### config.mk
export PLATFORM = sky130hd
export DESIGN_NAME = rx_frame_tracker
export DESIGN_NICKNAME = d
export VERILOG_FILES = /design/src/rtl/rxft_pkg.sv /design/src/rtl/rxft_wr_path.sv /design/src/rtl/rxft_frame_meas.sv /design/src/rtl/rxft_desc_emit.sv /design/src/rtl/rx_frame_tracker.sv
export SDC_FILE = /design/constraint.sdc
export NUM_CORES = 1
export LEC_CHECK = 0
export ABC_CLOCK_PERIOD_IN_PS = 3100
export BUFFER_PORTS_ARGS = -buffer_cell sky130_fd_sc_hd__clkbuf_2
export CAP_MARGIN = 20
export CORE_MARGIN = 10
export CORE_UTILIZATION = 30
export CTS_BUF_LIST = sky130_fd_sc_hd__clkbuf_4 sky130_fd_sc_hd__clkbuf_8
export DETAILED_ROUTE_END_ITERATION = 7
export PLACE_DENSITY = 0.51
export SLEW_MARGIN = 20
export SYNTH_ARGS = -nofsm -noshare
export SYNTH_HDL_FRONTEND = slang
export SYNTH_SLANG_ARGS = --single-unit
### constraint.sdc
create_clock -name clk_i -period 3.1 [get_ports clk_i]
set_input_delay 0.465 -clock clk_i [delete_from_list [all_inputs] [get_ports clk_i]]
set_output_delay 0.465 -clock clk_i [all_outputs]
set_load 0.02 [all_outputs]
### src/rtl/rxft_pkg.sv
package rxft_pkg;
  typedef enum logic {
    FS_IDLE = 1'b0,
    FS_OPEN = 1'b1
  } frame_state_e;
endpackage

### src/rtl/rxft_wr_path.sv
module rxft_wr_path #(
  parameter int DATA_W    = 8,
  parameter int MEM_DEPTH = 64,
  localparam int ADDR_W   = $clog2(MEM_DEPTH)
) (
  input  logic              clk_i,
  input  logic              rst_ni,
  input  logic              valid_i,
  input  logic              sof_i,
  input  logic [DATA_W-1:0] data_i,
  output logic [ADDR_W-1:0] wr_ptr_o,
  output logic              mem_we_o,
  output logic              mem_first_o,
  output logic [ADDR_W-1:0] mem_addr_o,
  output logic [DATA_W-1:0] mem_data_o
);
  localparam logic [ADDR_W-1:0] LAST_ADDR = ADDR_W'(MEM_DEPTH - 1);

  logic [ADDR_W-1:0] ptr_q, ptr_d;

  always_comb begin
    ptr_d = ptr_q;
    if (valid_i) ptr_d = (ptr_q == LAST_ADDR) ? '0 : ptr_q + 1'b1;
  end

  always_ff @(posedge clk_i or negedge rst_ni) begin
    if (!rst_ni) begin
      ptr_q       <= '0;
      mem_we_o    <= 1'b0;
      mem_first_o <= 1'b0;
      mem_addr_o  <= '0;
      mem_data_o  <= '0;
    end else begin
      ptr_q       <= ptr_d;
      mem_we_o    <= valid_i;
      mem_first_o <= valid_i & sof_i;
      if (valid_i) begin
        mem_addr_o <= ptr_q;
        mem_data_o <= data_i;
      end
    end
  end

  assign wr_ptr_o = ptr_q;
endmodule

### src/rtl/rxft_frame_meas.sv
module rxft_frame_meas
  import rxft_pkg::*;
#(
  parameter int ADDR_W = 6,
  parameter int LEN_W  = 12
) (
  input  logic              clk_i,
  input  logic              rst_ni,
  input  logic              valid_i,
  input  logic              sof_i,
  input  logic              eof_i,
  input  logic [ADDR_W-1:0] wr_ptr_i,
  // closure of the frame that was open before this byte
  output logic              old_close_o,
  output logic [ADDR_W-1:0] old_start_o,
  output logic [LEN_W-1:0]  old_len_o,
  // one-byte frame formed by this byte
  output logic              new_close_o,
  output logic [ADDR_W-1:0] new_start_o
);
  localparam logic [LEN_W-1:0] LEN_MAX = {LEN_W{1'b1}};

  frame_state_e      state_q;
  logic [ADDR_W-1:0] start_q;
  logic [LEN_W-1:0]  len_q, len_inc;
  logic              is_open;

  assign is_open = (state_q == FS_OPEN);
  assign len_inc = (len_q == LEN_MAX) ? LEN_MAX : len_q + 1'b1;

  assign old_close_o = valid_i & is_open & (sof_i | eof_i);
  assign old_start_o = start_q;
  assign old_len_o   = sof_i ? len_q : len_inc;
  assign new_close_o = valid_i & sof_i & eof_i;
  assign new_start_o = wr_ptr_i;

  always_ff @(posedge clk_i or negedge rst_ni) begin
    if (!rst_ni) begin
      state_q <= FS_IDLE;
      start_q <= '0;
      len_q   <= '0;
    end else if (valid_i) begin
      if (sof_i) begin
        state_q <= eof_i ? FS_IDLE : FS_OPEN;
        start_q <= wr_ptr_i;
        len_q   <= LEN_W'(1);
      end else if (is_open) begin
        len_q <= len_inc;
        if (eof_i) state_q <= FS_IDLE;
      end
    end
  end
endmodule

### src/rtl/rxft_desc_emit.sv
module rxft_desc_emit #(
  parameter int ADDR_W = 6,
  parameter int LEN_W  = 12,
  parameter int CNT_W  = 8
) (
  input  logic              clk_i,
  input  logic              rst_ni,
  input  logic              old_close_i,
  input  logic [ADDR_W-1:0] old_start_i,
  input  logic [LEN_W-1:0]  old_len_i,
  input  logic              new_close_i,
  input  logic [ADDR_W-1:0] new_start_i,
  output logic              desc_we_o,
  output logic [CNT_W-1:0]  desc_idx_o,
  output logic [ADDR_W-1:0] desc_start_o,
  output logic [LEN_W-1:0]  desc_len_o,
  output logic [CNT_W-1:0]  frame_cnt_o
);
  localparam logic [CNT_W-1:0] CNT_MAX = {CNT_W{1'b1}};

  typedef struct packed {
    logic [CNT_W-1:0]  idx;
    logic [ADDR_W-1:0] start;
    logic [LEN_W-1:0]  len;
  } desc_t;

  function automatic logic [CNT_W-1:0] sat_inc(input logic [CNT_W-1:0] v);
    return (v == CNT_MAX) ? CNT_MAX : v + 1'b1;
  endfunction

  logic [CNT_W-1:0] cnt_q, cnt_mid, cnt_d;
  logic             pend_vld_q, pend_vld_d;
  desc_t            pend_q, pend_d;
  desc_t            old_desc, new_desc, out_desc;
  logic             out_vld;

  // older closure takes the lower index
  assign cnt_mid  = old_close_i ? sat_inc(cnt_q) : cnt_q;
  assign cnt_d    = new_close_i ? sat_inc(cnt_mid) : cnt_mid;
  assign old_desc = '{idx: cnt_q,   start: old_start_i, len: old_len_i};
  assign new_desc = '{idx: cnt_mid, start: new_start_i, len: LEN_W'(1)};

  // at most two entries compete; a held entry implies no open frame
  always_comb begin
    out_vld    = 1'b0;
    out_desc   = old_desc;
    pend_vld_d = 1'b0;
    pend_d     = pend_q;
    if (pend_vld_q) begin
      out_vld  = 1'b1;
      out_desc = pend_q;
      if (old_close_i) begin
        pend_vld_d = 1'b1;
        pend_d     = old_desc;
      end else if (new_close_i) begin
        pend_vld_d = 1'b1;
        pend_d     = new_desc;
      end
    end else if (old_close_i) begin
      out_vld  = 1'b1;
      out_desc = old_desc;
      if (new_close_i) begin
        pend_vld_d = 1'b1;
        pend_d     = new_desc;
      end
    end else if (new_close_i) begin
      out_vld  = 1'b1;
      out_desc = new_desc;
    end
  end

  always_ff @(posedge clk_i or negedge rst_ni) begin
    if (!rst_ni) begin
      cnt_q        <= '0;
      pend_vld_q   <= 1'b0;
      pend_q       <= '0;
      desc_we_o    <= 1'b0;
      desc_idx_o   <= '0;
      desc_start_o <= '0;
      desc_len_o   <= '0;
    end else begin
      cnt_q      <= cnt_d;
      pend_vld_q <= pend_vld_d;
      pend_q     <= pend_d;
      desc_we_o  <= out_vld;
      if (out_vld) begin
        desc_idx_o   <= out_desc.idx;
        desc_start_o <= out_desc.start;
        desc_len_o   <= out_desc.len;
      end
    end
  end

  assign frame_cnt_o = cnt_q;
endmodule

### src/rtl/rx_frame_tracker.sv
module rx_frame_tracker #(
  parameter int DATA_W    = 8,
  parameter int MEM_DEPTH = 64,
  parameter int LEN_W     = 12,
  parameter int CNT_W     = 8,
  localparam int ADDR_W   = $clog2(MEM_DEPTH)
) (
  input  logic              clk_i,
  input  logic              rst_ni,
  input  logic              rx_valid_i,
  input  logic              rx_sof_i,
  input  logic              rx_eof_i,
  input  logic [DATA_W-1:0] rx_data_i,
  output logic              mem_we_o,
  output logic              mem_first_o,
  output logic [ADDR_W-1:0] mem_addr_o,
  output logic [DATA_W-1:0] mem_data_o,
  output logic              desc_we_o,
  output logic [CNT_W-1:0]  desc_idx_o,
  output logic [ADDR_W-1:0] desc_start_o,
  output logic [LEN_W-1:0]  desc_len_o,
  output logic [CNT_W-1:0]  frame_cnt_o
);
  logic [ADDR_W-1:0] wr_ptr;
  logic              old_close, new_close;
  logic [ADDR_W-1:0] old_start, new_start;
  logic [LEN_W-1:0]  old_len;

  rxft_wr_path #(.DATA_W(DATA_W), .MEM_DEPTH(MEM_DEPTH)) u_wr (
    .clk_i, .rst_ni,
    .valid_i    (rx_valid_i),
    .sof_i      (rx_sof_i),
    .data_i     (rx_data_i),
    .wr_ptr_o   (wr_ptr),
    .mem_we_o,
    .mem_first_o,
    .mem_addr_o,
    .mem_data_o
  );

  rxft_frame_meas #(.ADDR_W(ADDR_W), .LEN_W(LEN_W)) u_meas (
    .clk_i, .rst_ni,
    .valid_i     (rx_valid_i),
    .sof_i       (rx_sof_i),
    .eof_i       (rx_eof_i),
    .wr_ptr_i    (wr_ptr),
    .old_close_o (old_close),
    .old_start_o (old_start),
    .old_len_o   (old_len),
    .new_close_o (new_close),
    .new_start_o (new_start)
  );

  rxft_desc_emit #(.ADDR_W(ADDR_W), .LEN_W(LEN_W), .CNT_W(CNT_W)) u_emit (
    .clk_i, .rst_ni,
    .old_close_i (old_close),
    .old_start_i (old_start),
    .old_len_i   (old_len),
    .new_close_i (new_close),
    .new_start_i (new_start),
    .desc_we_o,
    .desc_idx_o,
    .desc_start_o,
    .desc_len_o,
    .frame_cnt_o
  );
endmodule

==> impl_metrics.env, run 1 <==
export IMPL_placed_cells=812
export IMPL_gp_congestion=0.871
export IMPL_root_buffer="clkbuf_8"
export IMPL_worst_r2r_path_depth=9
export IMPL_clk_insertion_delay_late_ns=0.39
export IMPL_relSlewSlack=0.548
export IMPL_grt_setup_unrepaired="no"
export IMPL_die_width_um=154
export IMPL_reg2reg_slack_ns=0.57
export IMPL_drt_iter0_markers=355
export IMPL_max_stage_delay_ns=0.52
export IMPL_path_cells="ha_1 > and3_1 > a21oi_1 > o21ai_0 > ha_1 > nand2_1 > nor3_2 > nand3_1 > mux2_2"
export IMPL_netlist_instances=551
export IMPL_drv_slew=0
export IMPL_path_buf_inv=0
export IMPL_syn_area_mm2=0.00537
export IMPL_critPathKind="reg2reg"
export IMPL_holdPathStages=2
export IMPL_worstPathArrival_ns=2.82
export IMPL_crit_family="simple AND/OR/NAND/NOR gates"
export IMPL_areaGrowthSynthToFinish_pct=13.1
export IMPL_clock_skew_final_ns=0.0139
export IMPL_setup_slack_ns=0.567
export IMPL_drive_gt1_frac=0.238
export IMPL_crit_path_end_kind="flop"
export IMPL_yosys_most_used_dff="dfrtp_1"
export IMPL_vdd_drop_max_v=0.000352
export IMPL_period_needed_ns=2.53
export IMPL_min_from="rx_data_i[0]"
export IMPL_worst_pin_slew_ns=0.677
export IMPL_grt_max_degree=56
export IMPL_antenna_cells=0
export IMPL_drv_cap=0
export IMPL_synth_edf_count=0
export IMPL_cp_start_kind="flop"
export IMPL_finalCritPeriodShare=0.817
export IMPL_first_global_vias=4421
export IMPL_post_dp_hpwl_mm=10.1
export IMPL_detail_route_antenna_nets=0
export IMPL_cts_made_buffers=9
export IMPL_synthesis_nets=568
export IMPL_reg2reg_to="u_emit.frame_cnt_o[6]"
export IMPL_grt_total_usage=0.121
export IMPL_viasPerCell=5.28
export IMPL_htreeDepth=3
export IMPL_ys_warn_count=0
export IMPL_dieArea_mm2=0.0237
export IMPL_setup_viol=0
export IMPL_power_density_mw_per_mm2=679
export IMPL_crit_slowest_cell="dfrtp_1"
export IMPL_fin_setup_tns_ns=0
export IMPL_seq_area_frac_synth=0.480
export IMPL_dp_worst_setup_slack_ns=0.620
export IMPL_design_core_area_mm2=0.0174
export IMPL_drt_total_wl_mm=14.4
export IMPL_portBuffers=63
export IMPL_fin_nets=616
export IMPL_clock_sinks=103
export IMPL_async_flop_share=1.00
export IMPL_start_util=0.309
export IMPL_power_w=0.00413
export IMPL_avgSynthCellArea_um2=9.75
export IMPL_overflow=0
export IMPL_drtPass1Iterations=5
export IMPL_drc_errors=0
export IMPL_rows=48
export IMPL_grt_pass1_wl_mm=23.7
export IMPL_cts_setup_buffers=0
export IMPL_clkTransAtPathRegs_ns=0.11
export IMPL_antenna_found_initial=0
export IMPL_ys_types=68
export IMPL_yosys_register_bits=103
export IMPL_ioPinCount=64
export IMPL_clockBufferDepth=2
export IMPL_wire_per_inst_um=17.4
export IMPL_cp_max_fo=8
export IMPL_p_leak_nw=2.69
export IMPL_hold_path_class="in2reg"
export IMPL_hold_end="u_wr.mem_data_o[0]"
export IMPL_max_freq_mhz=395
export IMPL_vias=4378
export IMPL_hold_viol=0
export IMPL_crit_required_ns=3.39
export IMPL_outcome="completed"
export IMPL_rr_startpoint="u_emit.frame_cnt_o[1]"
export IMPL_layout_cells_non_filler=829
export IMPL_cpMostUsedCell="ha_1"
export IMPL_cts_tree="yes"
export IMPL_die_height_um=154
## cells by family (layout without fill, tap and decap cells)
group           Yosys count  in the layout  synth area share
compound gates          160            160             0.195
mux                      48             48            0.0948
simple gates            173            173             0.155
flops                   103            103             0.480
xor+xnor                  6              6           0.00978
buf+inv                  56            109            0.0547
fa+ha+maj                 5              5            0.0112
## flip-flops by register name, indices dropped and copies added (netlist names), 6 cells and up
| name | count |
|---|---|
| u_emit.desc_idx_o | 8 |
| u_wr.mem_addr_o | 6 |
| u_emit.desc_len_o | 12 |
| u_wr.wr_ptr_o | 6 |
| u_emit.frame_cnt_o | 8 |
| u_meas.len_q | 12 |
| u_meas.old_start_o | 6 |
| u_wr.mem_data_o | 8 |
| u_emit.desc_start_o | 6 |
| u_emit.pend_q | 26 |
## worst reg2reg max path: stages (launching register included)
cell and delay, ns:
dfrtp_1 0.52, ha_1 0.22, and3_1 0.25, a21oi_1 0.10, o21ai_0 0.33, ha_1 0.23, nand2_1 0.09, nor3_2 0.27
nand3_1 0.13, mux2_2 0.29
## cell type report
| cell class | instances | area, um^2 |
|---|---|---|
| Fill cell | 1773 | 11300 |
| Clock buffer | 9 | 124 |
| Timing Repair Buffer | 79 | 453 |
| Inverter | 14 | 52.6 |
| Clock inverter | 7 | 88.8 |
| Tap cell | 225 | 282 |
| Multi-Input combinational cell | 392 | 2500 |
| Sequential cell | 103 | 2580 |
## where the power goes
part | switching (W) | total (W) | leakage, nW | internal, W
sequential | 0.000304 | 0.00191 | 1.30 | 0.00161
combinational | 0.000784 | 0.00128 | 1.28 | 0.000492
clock | 0.000544 | 0.000938 | 0.105 | 0.000393
total | 0.00163 | 0.00413 | 2.69 | 0.00249
## layout by cell type, fill, tap and decap left out, types with 3 or more instances in the layout
master / instances
mux2_2: 23
o22ai_1: 8
nor4_1: 5
nand2_1: 79
nor3_1: 6
dfrtp_1: 103
inv_1: 13
o21ai_0: 45
ha_1: 4
buf_4: 15
inv_8: 3
a22oi_1: 6
a21oi_1: 40
o221ai_1: 6
mux2i_1: 25
and2_1: 3
nand3_1: 15
clkbuf_2: 62
a31o_2: 6
nand2b_1: 3
nor2_1: 28
clkbuf_8: 9
nand4_1: 9
and3_1: 7
o21ai_2: 3
a32oi_1: 6
a31oi_1: 11
a21o_1: 3
o21a_1: 3
xnor2_1: 4
## synth_stat cells (4+ instances only)
cell / instances / share of area
xnor2_1: 4 / 0.0065
mux2i_1: 25 / 0.047
a31o_2: 6 / 0.0098
nand4_1: 9 / 0.010
nand2_1: 79 / 0.055
clkbuf_1: 15 / 0.010
o21ai_0: 45 / 0.042
nor3_1: 6 / 0.0056
nor2_1: 28 / 0.020
a31oi_1: 11 / 0.013
buf_4: 6 / 0.0084
a32oi_1: 6 / 0.0098
a21oi_1: 40 / 0.037
nand3_1: 15 / 0.014
mux2_2: 23 / 0.048
inv_1: 13 / 0.0091
nor4_1: 5 / 0.0058
o22ai_1: 8 / 0.0093
o221ai_1: 6 / 0.0098
dfrtp_1: 103 / 0.48
ha_1: 4 / 0.0093
and3_1: 7 / 0.0081
a22oi_1: 6 / 0.0084
buf_2: 11 / 0.010
## stage by stage
| step | hold WS (ns) | utilization | area, um^2 |
|---|---|---|---|
| floorplan | 0.169 | - | 5370 |
| global placement | 0.330 | 0.336 | 5860 |
| detailed placement | 0.332 | 0.336 | 5860 |
| CTS | 0.263 | 0.349 | 6080 |
| global route | 0.274 | 0.349 | 6080 |
| finish | 0.292 | 0.349 | 6080 |
## metal layers
layer	vias to the layer above	share of wire	global-route usage
met3	16	0.052	0.0307
met2	107	0.46	0.190
met4	0	0.015	0.0400
met5	-	0	0
met1	2153	0.48	0.160
li1	2102	-	-
## worst max-delay path by stage
stage | start | to | slack (ns) | cells past startpoint
after global placement | rx_eof_i | u_emit.frame_cnt_o[6] | 0.69 | 10
after CTS | u_emit.frame_cnt_o[1] | u_emit.frame_cnt_o[6] | 0.62 | 9
after detailed placement | rx_eof_i | u_emit.frame_cnt_o[6] | 0.62 | 10
after global routing | u_emit.frame_cnt_o[1] | u_emit.frame_cnt_o[3] | 0.40 | 9
final | u_emit.frame_cnt_o[1] | u_emit.frame_cnt_o[6] | 0.57 | 9
after floorplan | u_emit.frame_cnt_o[1] | u_emit.frame_cnt_o[6] | 0.70 | 10
## repair_timing
| action | in CTS | in global routing |
|---|---|---|
| gates resized for setup | 0 | 0 |
| endpoints found under the hold margin | 12 | 0 |
| hold buffers | 1 | 0 |
Note: power is estimated with default switching activity, not from simulation.
==> run 2: changes to the inputs <==
--- a/config.mk
+++ b/config.mk
@@ -5,14 +5,15 @@
 export SDC_FILE = /design/constraint.sdc
 export NUM_CORES = 1
 export LEC_CHECK = 0
-export ABC_CLOCK_PERIOD_IN_PS = 3100
+export ABC_AREA = 1
+export ABC_CLOCK_PERIOD_IN_PS = 2210
 export BUFFER_PORTS_ARGS = -buffer_cell sky130_fd_sc_hd__clkbuf_2
 export CAP_MARGIN = 20
 export CORE_MARGIN = 10
 export CORE_UTILIZATION = 30
 export CTS_BUF_LIST = sky130_fd_sc_hd__clkbuf_4 sky130_fd_sc_hd__clkbuf_8
 export DETAILED_ROUTE_END_ITERATION = 7
-export PLACE_DENSITY = 0.51
+export PLACE_DENSITY = 0.52
 export SLEW_MARGIN = 20
 export SYNTH_ARGS = -nofsm -noshare
 export SYNTH_HDL_FRONTEND = slang
==> constraint.sdc (replaced) <==
create_clock -name clk_i -period 2.21 [get_ports clk_i]
set_input_delay 0.3315 -clock clk_i [delete_from_list [all_inputs] [get_ports clk_i]]
set_output_delay 0.3315 -clock clk_i [all_outputs]
set_load 0.02 [all_outputs]
==> run 2 against run 1 <==
Flip-flop and latch count did not move. Largest power group unchanged. Non-clock buffer count increased by 9. Cell count up 16%. Sequential power grew 44%. Critical endpoint is now u_emit.frame_cnt_o[4]. Global-route usage is 0.066 points higher. Routed wire length is 2.9% lower. Worst hold slack lost 0.16 ns. Core utilization increased by 0.60 points. Power increased by 45%. Fmax increased by 26%. Clock skew fell by 0.0062 ns. Register-to-register slack got worse by 0.36 ns.
==> impl_metrics.env, run 2 <==
export IMPL_synth_top_cell_by_area="dfrtp_1"
export IMPL_worst_r2r_path_depth=11
export IMPL_cts_tree="yes"
export IMPL_max_stage_delay_ns=0.43
export IMPL_power_density_mw_per_mm2=982
export IMPL_grt_pass1_wl_mm=23.2
export IMPL_wire_per_inst_um=14.6
export IMPL_post_dp_hpwl_mm=10.3
export IMPL_yosys_most_used_dff="dfrtp_1"
export IMPL_hold_viol=0
export IMPL_final_common_cell="nand2_1"
export IMPL_syn_area_mm2=0.00522
export IMPL_outcome="completed"
export IMPL_placed_cell_area_mm2=0.00588
export IMPL_n_fill_cell=1877
export IMPL_reg2reg_slack_ns=0.20
export IMPL_synth_most_common_cell="nand2_1"
export IMPL_design_core_area_mm2=0.0172
export IMPL_grt_setup_unrepaired="no"
export IMPL_cp_max_fo=5
export IMPL_crit_path_end_kind="flop"
export IMPL_p_leak_nw=2.95
export IMPL_worst_pin_slew_ns=0.632
export IMPL_clock_sinks=103
export IMPL_detail_route_antenna_nets=0
export IMPL_fin_nets=748
export IMPL_seq_area_frac_synth=0.494
export IMPL_drive_gt1_frac=0.186
export IMPL_rr_startpoint="u_emit.frame_cnt_o[0]"
export IMPL_die_height_um=152
export IMPL_clockBufferDepth=2
export IMPL_areaGrowthSynthToFinish_pct=16.9
export IMPL_drtPass1Iterations=6
export IMPL_cts_made_buffers=9
export IMPL_fin_setup_tns_ns=0
export IMPL_grt_total_usage=0.122
export IMPL_holdPathStages=3
export IMPL_antenna_cells=0
export IMPL_synth_top_cell_area_share=0.494
export IMPL_yosys_register_bits=103
export IMPL_cpMostUsedCell="nand3_1"
export IMPL_drv_slew=0
export IMPL_start_util=0.304
export IMPL_relSlewSlack=0.578
export IMPL_crit_slowest_cell="dfrtp_2"
export IMPL_ys_warn_count=0
export IMPL_synthesis_nets=676
export IMPL_drt_iter0_markers=279
export IMPL_cts_setup_buffers=0
export IMPL_root_buffer="clkbuf_8"
export IMPL_setup_viol=0
export IMPL_largest_reg_flops=26
export IMPL_antenna_found_initial=0
export IMPL_hold_path_class="in2reg"
export IMPL_largest_register="u_emit.pend_q"
export IMPL_netlist_instances=659
export IMPL_finalCritPeriodShare=0.908
export IMPL_critPathKind="reg2reg"
export IMPL_ys_types=44
export IMPL_reg2reg_to="u_emit.frame_cnt_o[4]"
export IMPL_viasPerCell=4.56
export IMPL_fin_area_mm2=0.00610
export IMPL_cp_start_kind="flop"
export IMPL_clkTransAtPathRegs_ns=0.11
export IMPL_clk_insertion_delay_late_ns=0.39
export IMPL_die_width_um=152
export IMPL_worstPathArrival_ns=2.34
export IMPL_min_from="rx_data_i[4]"
export IMPL_multi_input_area_mm2=0.00223
export IMPL_clock_skew_final_ns=0.00777
export IMPL_dieArea_mm2=0.0231
export IMPL_layout_common_cells="184 x nand2_1, 102 x dfrtp_1, 69 x nor2_1"
export IMPL_rows=48
export IMPL_first_global_vias=4274
export IMPL_period_needed_ns=2.01
export IMPL_crit_required_ns=2.54
export IMPL_regArea_mm2=0.00258
export IMPL_gp_congestion=0.854
export IMPL_path_cells="ha_2 > nand3_1 > nor2_4 > nand3_2 > nand2_1 > ha_1 > nand2_1 > clkinv_1 > nand3_1 > or2_1 > nand3_1"
export IMPL_async_flop_share=1.00
export IMPL_drt_total_wl_mm=14.0
export IMPL_vias=4383
export IMPL_max_freq_mhz=498
export IMPL_hold_end="u_wr.mem_data_o[4]"
export IMPL_reg_top3="u_emit.pend_q (26), u_emit.desc_len_o (12), u_meas.len_q (12)"
export IMPL_yosys_top_cells_area="dfrtp_1 49%, nand2_1 13%, o21ai_0 6.3%, nor2_1 5.1%, inv_1 4.7%"
export IMPL_drv_cap=0
export IMPL_overflow=0
export IMPL_grt_max_degree=46
export IMPL_drc_errors=0
export IMPL_synth_commonest_cells="184 x nand2_1, 103 x dfrtp_1, 71 x nor2_1"
export IMPL_avgSynthCellArea_um2=7.92
export IMPL_vdd_drop_max_v=0.000389
export IMPL_htreeDepth=3
export IMPL_synth_edf_count=0
export IMPL_ioPinCount=64
export IMPL_portBuffers=63
run 2: cell count changes after synthesis, sizes merged, moves of 23 or more:
cell,change
inv,+57
mux2,-23
nand2,+109
mux2i,-25
nor2,+50
o21ai,+28
run 2: repair_timing:
item / in CTS / in global routing
hold buffers: 1 / 0
endpoints found under the setup margin: 0 / 8
resized for setup: 0 / 3
hold endpoints to repair: 28 / 0
run 2: cell type report:
class	count	share of cell area
well taps	225	0.0462
repair buffers	88	0.0874
inverters	72	0.0443
clock buffers	9	0.0203
clock inverters	7	0.0131
flip-flops and latches	103	0.423
multi-input cells	457	0.366
run 2: how the worst max path moves through the flow:
stage | endpoint | depth (start not counted) | slack [ns] | startpoint
global placement | u_emit.frame_cnt_o[4] | 11 | 0.10 | u_emit.frame_cnt_o[0]
detailed placement | u_emit.frame_cnt_o[4] | 11 | 0.07 | u_emit.frame_cnt_o[0]
global route | u_emit.desc_len_o[3] | 9 | 0.007 | u_meas.is_open
floorplan | u_emit.frame_cnt_o[4] | 11 | 0.16 | u_emit.frame_cnt_o[1]
CTS | u_emit.frame_cnt_o[4] | 11 | 0.05 | u_emit.frame_cnt_o[0]
finish | u_emit.frame_cnt_o[4] | 11 | 0.20 | u_emit.frame_cnt_o[0]
run 2: where the power goes:
part	switching, W	leakage [nW]	total (W)	internal (W)
logic	0.00129	1.59	0.00198	0.000687
registers	0.000354	1.26	0.00275	0.00239
clock network	0.000722	0.102	0.00126	0.000538
total	0.00237	2.95	0.00599	0.00362
run 2: cells by family (layout without fill, tap and decap cells):
group | Yosys count | count (layout) | share of synthesized area
buf+inv | 99 | 176 | 0.0799
flops | 103 | 103 | 0.494
xor+xnor | 5 | 5 | 0.00839
compound gates | 129 | 129 | 0.139
simple gates | 319 | 319 | 0.269
fa+ha+maj | 4 | 4 | 0.00959
run 2: per-layer routing:
layer | GRT usage | vias to the layer above | wire length, um
met5 | 0 | - | 0
met4 | 0.0417 | 0 | 206
met3 | 0.0271 | 13 | 471
met2 | 0.200 | 66 | 6750
met1 | 0.155 | 2033 | 6590
li1 | - | 2271 | -
run 2: worst max-delay path: cells and delay by family, from the launching register on:
family	cells	cell delay [ns]
fa+ha+maj	2	0.43
buf+inv	1	0.06
flops	1	0.43
simple gates	8	1.03
run 2: through the flow:
| stage | total power, W | util | hold WS [ns] | cells | worst slack, ns |
|---|---|---|---|---|---|
| 2_1_floorplan | 0.00402 | - | 0.0359 | 659 | 0.158 |
| 3_3_place_gp | 0.00478 | 0.342 | 0.312 | 944 | 0.103 |
| 3_5_place_dp | 0.00479 | 0.342 | 0.314 | 944 | 0.0738 |
| 4_1_cts | 0.00606 | 0.355 | 0.112 | 961 | 0.0541 |
| 5_1_grt | 0.00646 | 0.355 | 0.115 | 961 | 0.00669 |
| 6_report | 0.00599 | 0.355 | 0.130 | 961 | 0.203 |
==> run 3: changes to the inputs <==
--- a/config.mk
+++ b/config.mk
@@ -9,11 +9,11 @@
 export ABC_CLOCK_PERIOD_IN_PS = 2210
 export BUFFER_PORTS_ARGS = -buffer_cell sky130_fd_sc_hd__clkbuf_2
 export CAP_MARGIN = 20
-export CORE_MARGIN = 10
-export CORE_UTILIZATION = 30
+export CORE_UTILIZATION = 50
 export CTS_BUF_LIST = sky130_fd_sc_hd__clkbuf_4 sky130_fd_sc_hd__clkbuf_8
 export DETAILED_ROUTE_END_ITERATION = 7
-export PLACE_DENSITY = 0.52
+export PLACE_DENSITY = 0.77
+export SETUP_SLACK_MARGIN = 0.5
 export SLEW_MARGIN = 20
 export SYNTH_ARGS = -nofsm -noshare
 export SYNTH_HDL_FRONTEND = slang
==> run 3 against run 2 <==
Design area increased by 5.6%. Die area down 53%. Sequential share of layout area shrank 2.2 points. Combinational power rose by 15%. First-iteration DRC count up 41%.
==> impl_metrics.env, run 3 (synthesized netlist as in run 2, its figures left out) <==
export IMPL_design_core_area_mm2=0.00995
export IMPL_regArea_mm2=0.00258
export IMPL_path_cells="nand2_4 > nor2_8 > inv_2 > nor2_4 > inv_2 > nand2_1 > o22ai_1 > a21oi_1"
export IMPL_vias=4823
export IMPL_reg_top3="u_emit.pend_q (26), u_emit.desc_len_o (12), u_meas.len_q (12)"
export IMPL_crit_family="simple AND/OR/NAND/NOR gates"
export IMPL_cpMostUsedCell="inv_2"
export IMPL_drt_iter0_markers=392
export IMPL_ioPinCount=64
export IMPL_cp_startpoint="u_meas.is_open"
export IMPL_drt_total_wl_mm=13.1
export IMPL_final_core_util=0.647
export IMPL_clock_skew_final_ns=0.00867
export IMPL_drc_errors=0
export IMPL_detail_route_antenna_nets=0
export IMPL_hold_path_class="in2reg"
export IMPL_drv_slew=0
export IMPL_power_density_mw_per_mm2=999
export IMPL_areaGrowthSynthToFinish_pct=23.5
export IMPL_clk_insertion_delay_late_ns=0.39
export IMPL_setup_viol=0
export IMPL_root_buffer="clkbuf_8"
export IMPL_post_dp_hpwl_mm=8.91
export IMPL_layout_common_cells="169 x nand2_1, 98 x dfrtp_1, 63 x inv_1"
export IMPL_rr_startpoint="u_meas.is_open"
export IMPL_drv_cap=0
export IMPL_outcome="completed"
export IMPL_htreeDepth=3
export IMPL_period_needed_ns=1.78
export IMPL_max_stage_delay_ns=0.42
export IMPL_placed_cells=843
export IMPL_die_width_um=104
export IMPL_clock_sinks=103
export IMPL_viasPerCell=5.46
export IMPL_worstPathArrival_ns=2.04
export IMPL_dieArea_mm2=0.0108
export IMPL_wire_per_inst_um=14.8
export IMPL_clockBufferDepth=2
export IMPL_grt_max_degree=45
export IMPL_cp_max_fo=16
export IMPL_largest_register="u_emit.pend_q"
export IMPL_relSlewSlack=0.603
export IMPL_critPathKind="reg2reg"
export IMPL_n_fill_cell=837
export IMPL_antenna_cells=0
export IMPL_crit_path_end_kind="flop"
export IMPL_vdd_drop_max_v=0.000624
export IMPL_overflow=0
export IMPL_final_common_cell="nand2_1"
export IMPL_cp_start_kind="flop"
export IMPL_layout_cells_non_filler=883
export IMPL_antenna_found_initial=0
export IMPL_cts_made_buffers=9
export IMPL_worst_pin_slew_ns=0.594
export IMPL_die_height_um=104
export IMPL_cts_tree="yes"
export IMPL_path_buf_inv=2
export IMPL_first_global_vias=4420
export IMPL_largest_reg_flops=26
export IMPL_crit_required_ns=2.48
export IMPL_min_from="rx_data_i[2]"
export IMPL_portBuffers=63
export IMPL_clkTransAtPathRegs_ns=0.10
export IMPL_fin_setup_tns_ns=0
export IMPL_hold_viol=0
export IMPL_grt_total_usage=0.247
export IMPL_rows=36
export IMPL_crit_slowest_cell="dfrtp_1"
export IMPL_fin_nets=762
export IMPL_start_util=0.524
export IMPL_max_freq_mhz=563
export IMPL_gp_congestion=0.886
export IMPL_drive_gt1_frac=0.273
export IMPL_p_leak_nw=3.17
export IMPL_drtPass1Iterations=6
export IMPL_multi_input_area_mm2=0.00255
export IMPL_grt_setup_unrepaired="yes"
export IMPL_grt_pass1_wl_mm=21.4
export IMPL_finalCritPeriodShare=0.804
==> run 3: path summary, 6_finish.rpt <==
kind	end	slack, ns	cells after the start
worst max-delay path	u_emit.pend_q[20]	0.43	8
worst min-delay path	u_wr.mem_data_o[2]	0.13	3
worst max register to register	u_emit.pend_q[20]	0.43	8
worst min register to register	u_wr.mem_addr_o[0]	0.48	2
max in group asynchronous	u_meas.len_q[2]	1.23	3
min in group asynchronous	u_wr.mem_data_o[1]	0.38	2
==> run 3: area by class of cell <==
cell class | instances | area share
Multi-Input combinational cell | 458 | 0.395
Clock buffer | 10 | 0.0214
Inverter | 72 | 0.0431
Tap cell | 133 | 0.0258
Timing Repair Buffer | 101 | 0.0991
Sequential cell | 103 | 0.401
Clock inverter | 6 | 0.0140
==> run 3: metrics by stage <==
| step | power, W | hold WS, ns | instance area [um^2] | setup WS, ns |
|---|---|---|---|---|
| after CTS | 0.00631 | 0.121 | 6210 | 0.458 |
| after global placement | 0.00471 | 0.247 | 5760 | 0.260 |
| after global routing | 0.00682 | 0.137 | 6440 | 0.323 |
| final | 0.00643 | 0.132 | 6440 | 0.433 |
| after detailed placement | 0.00479 | 0.254 | 5760 | 0.194 |
| after floorplan | 0.00410 | 0.0359 | 5280 | 0.429 |
==> run 3: tightest hold or removal path, cell delays in order <==
cell	delay [ns]
clkbuf_2	0.07
nand2_1	0.04
nand2_1	0.05
==> run 3: per-layer routing <==
metal	GRT usage	wire length, um	up-vias
li1	-	-	2309
met1	0.330	5610	2301
met2	0.392	6390	182
met3	0.0401	733	31
met4	0.121	352	0
met5	0	0	-
==> run 3: where the power goes <==
part	leakage, nW	internal, W	switching (W)
logic	1.80	0.000844	0.00143
registers	1.25	0.00240	0.000389
clock network	0.113	0.000675	0.000690
total	3.17	0.00392	0.00251
==> run 3: what timing repair did <==
item                       in CTS  in global routing
hold endpoints to repair       21                  0
cloned                          0                  1
resized for setup              26                 52
setup buffers                  15                  7
pin swaps                      13                 18
hold buffers                    1                  0
setup endpoints to repair      55                 59
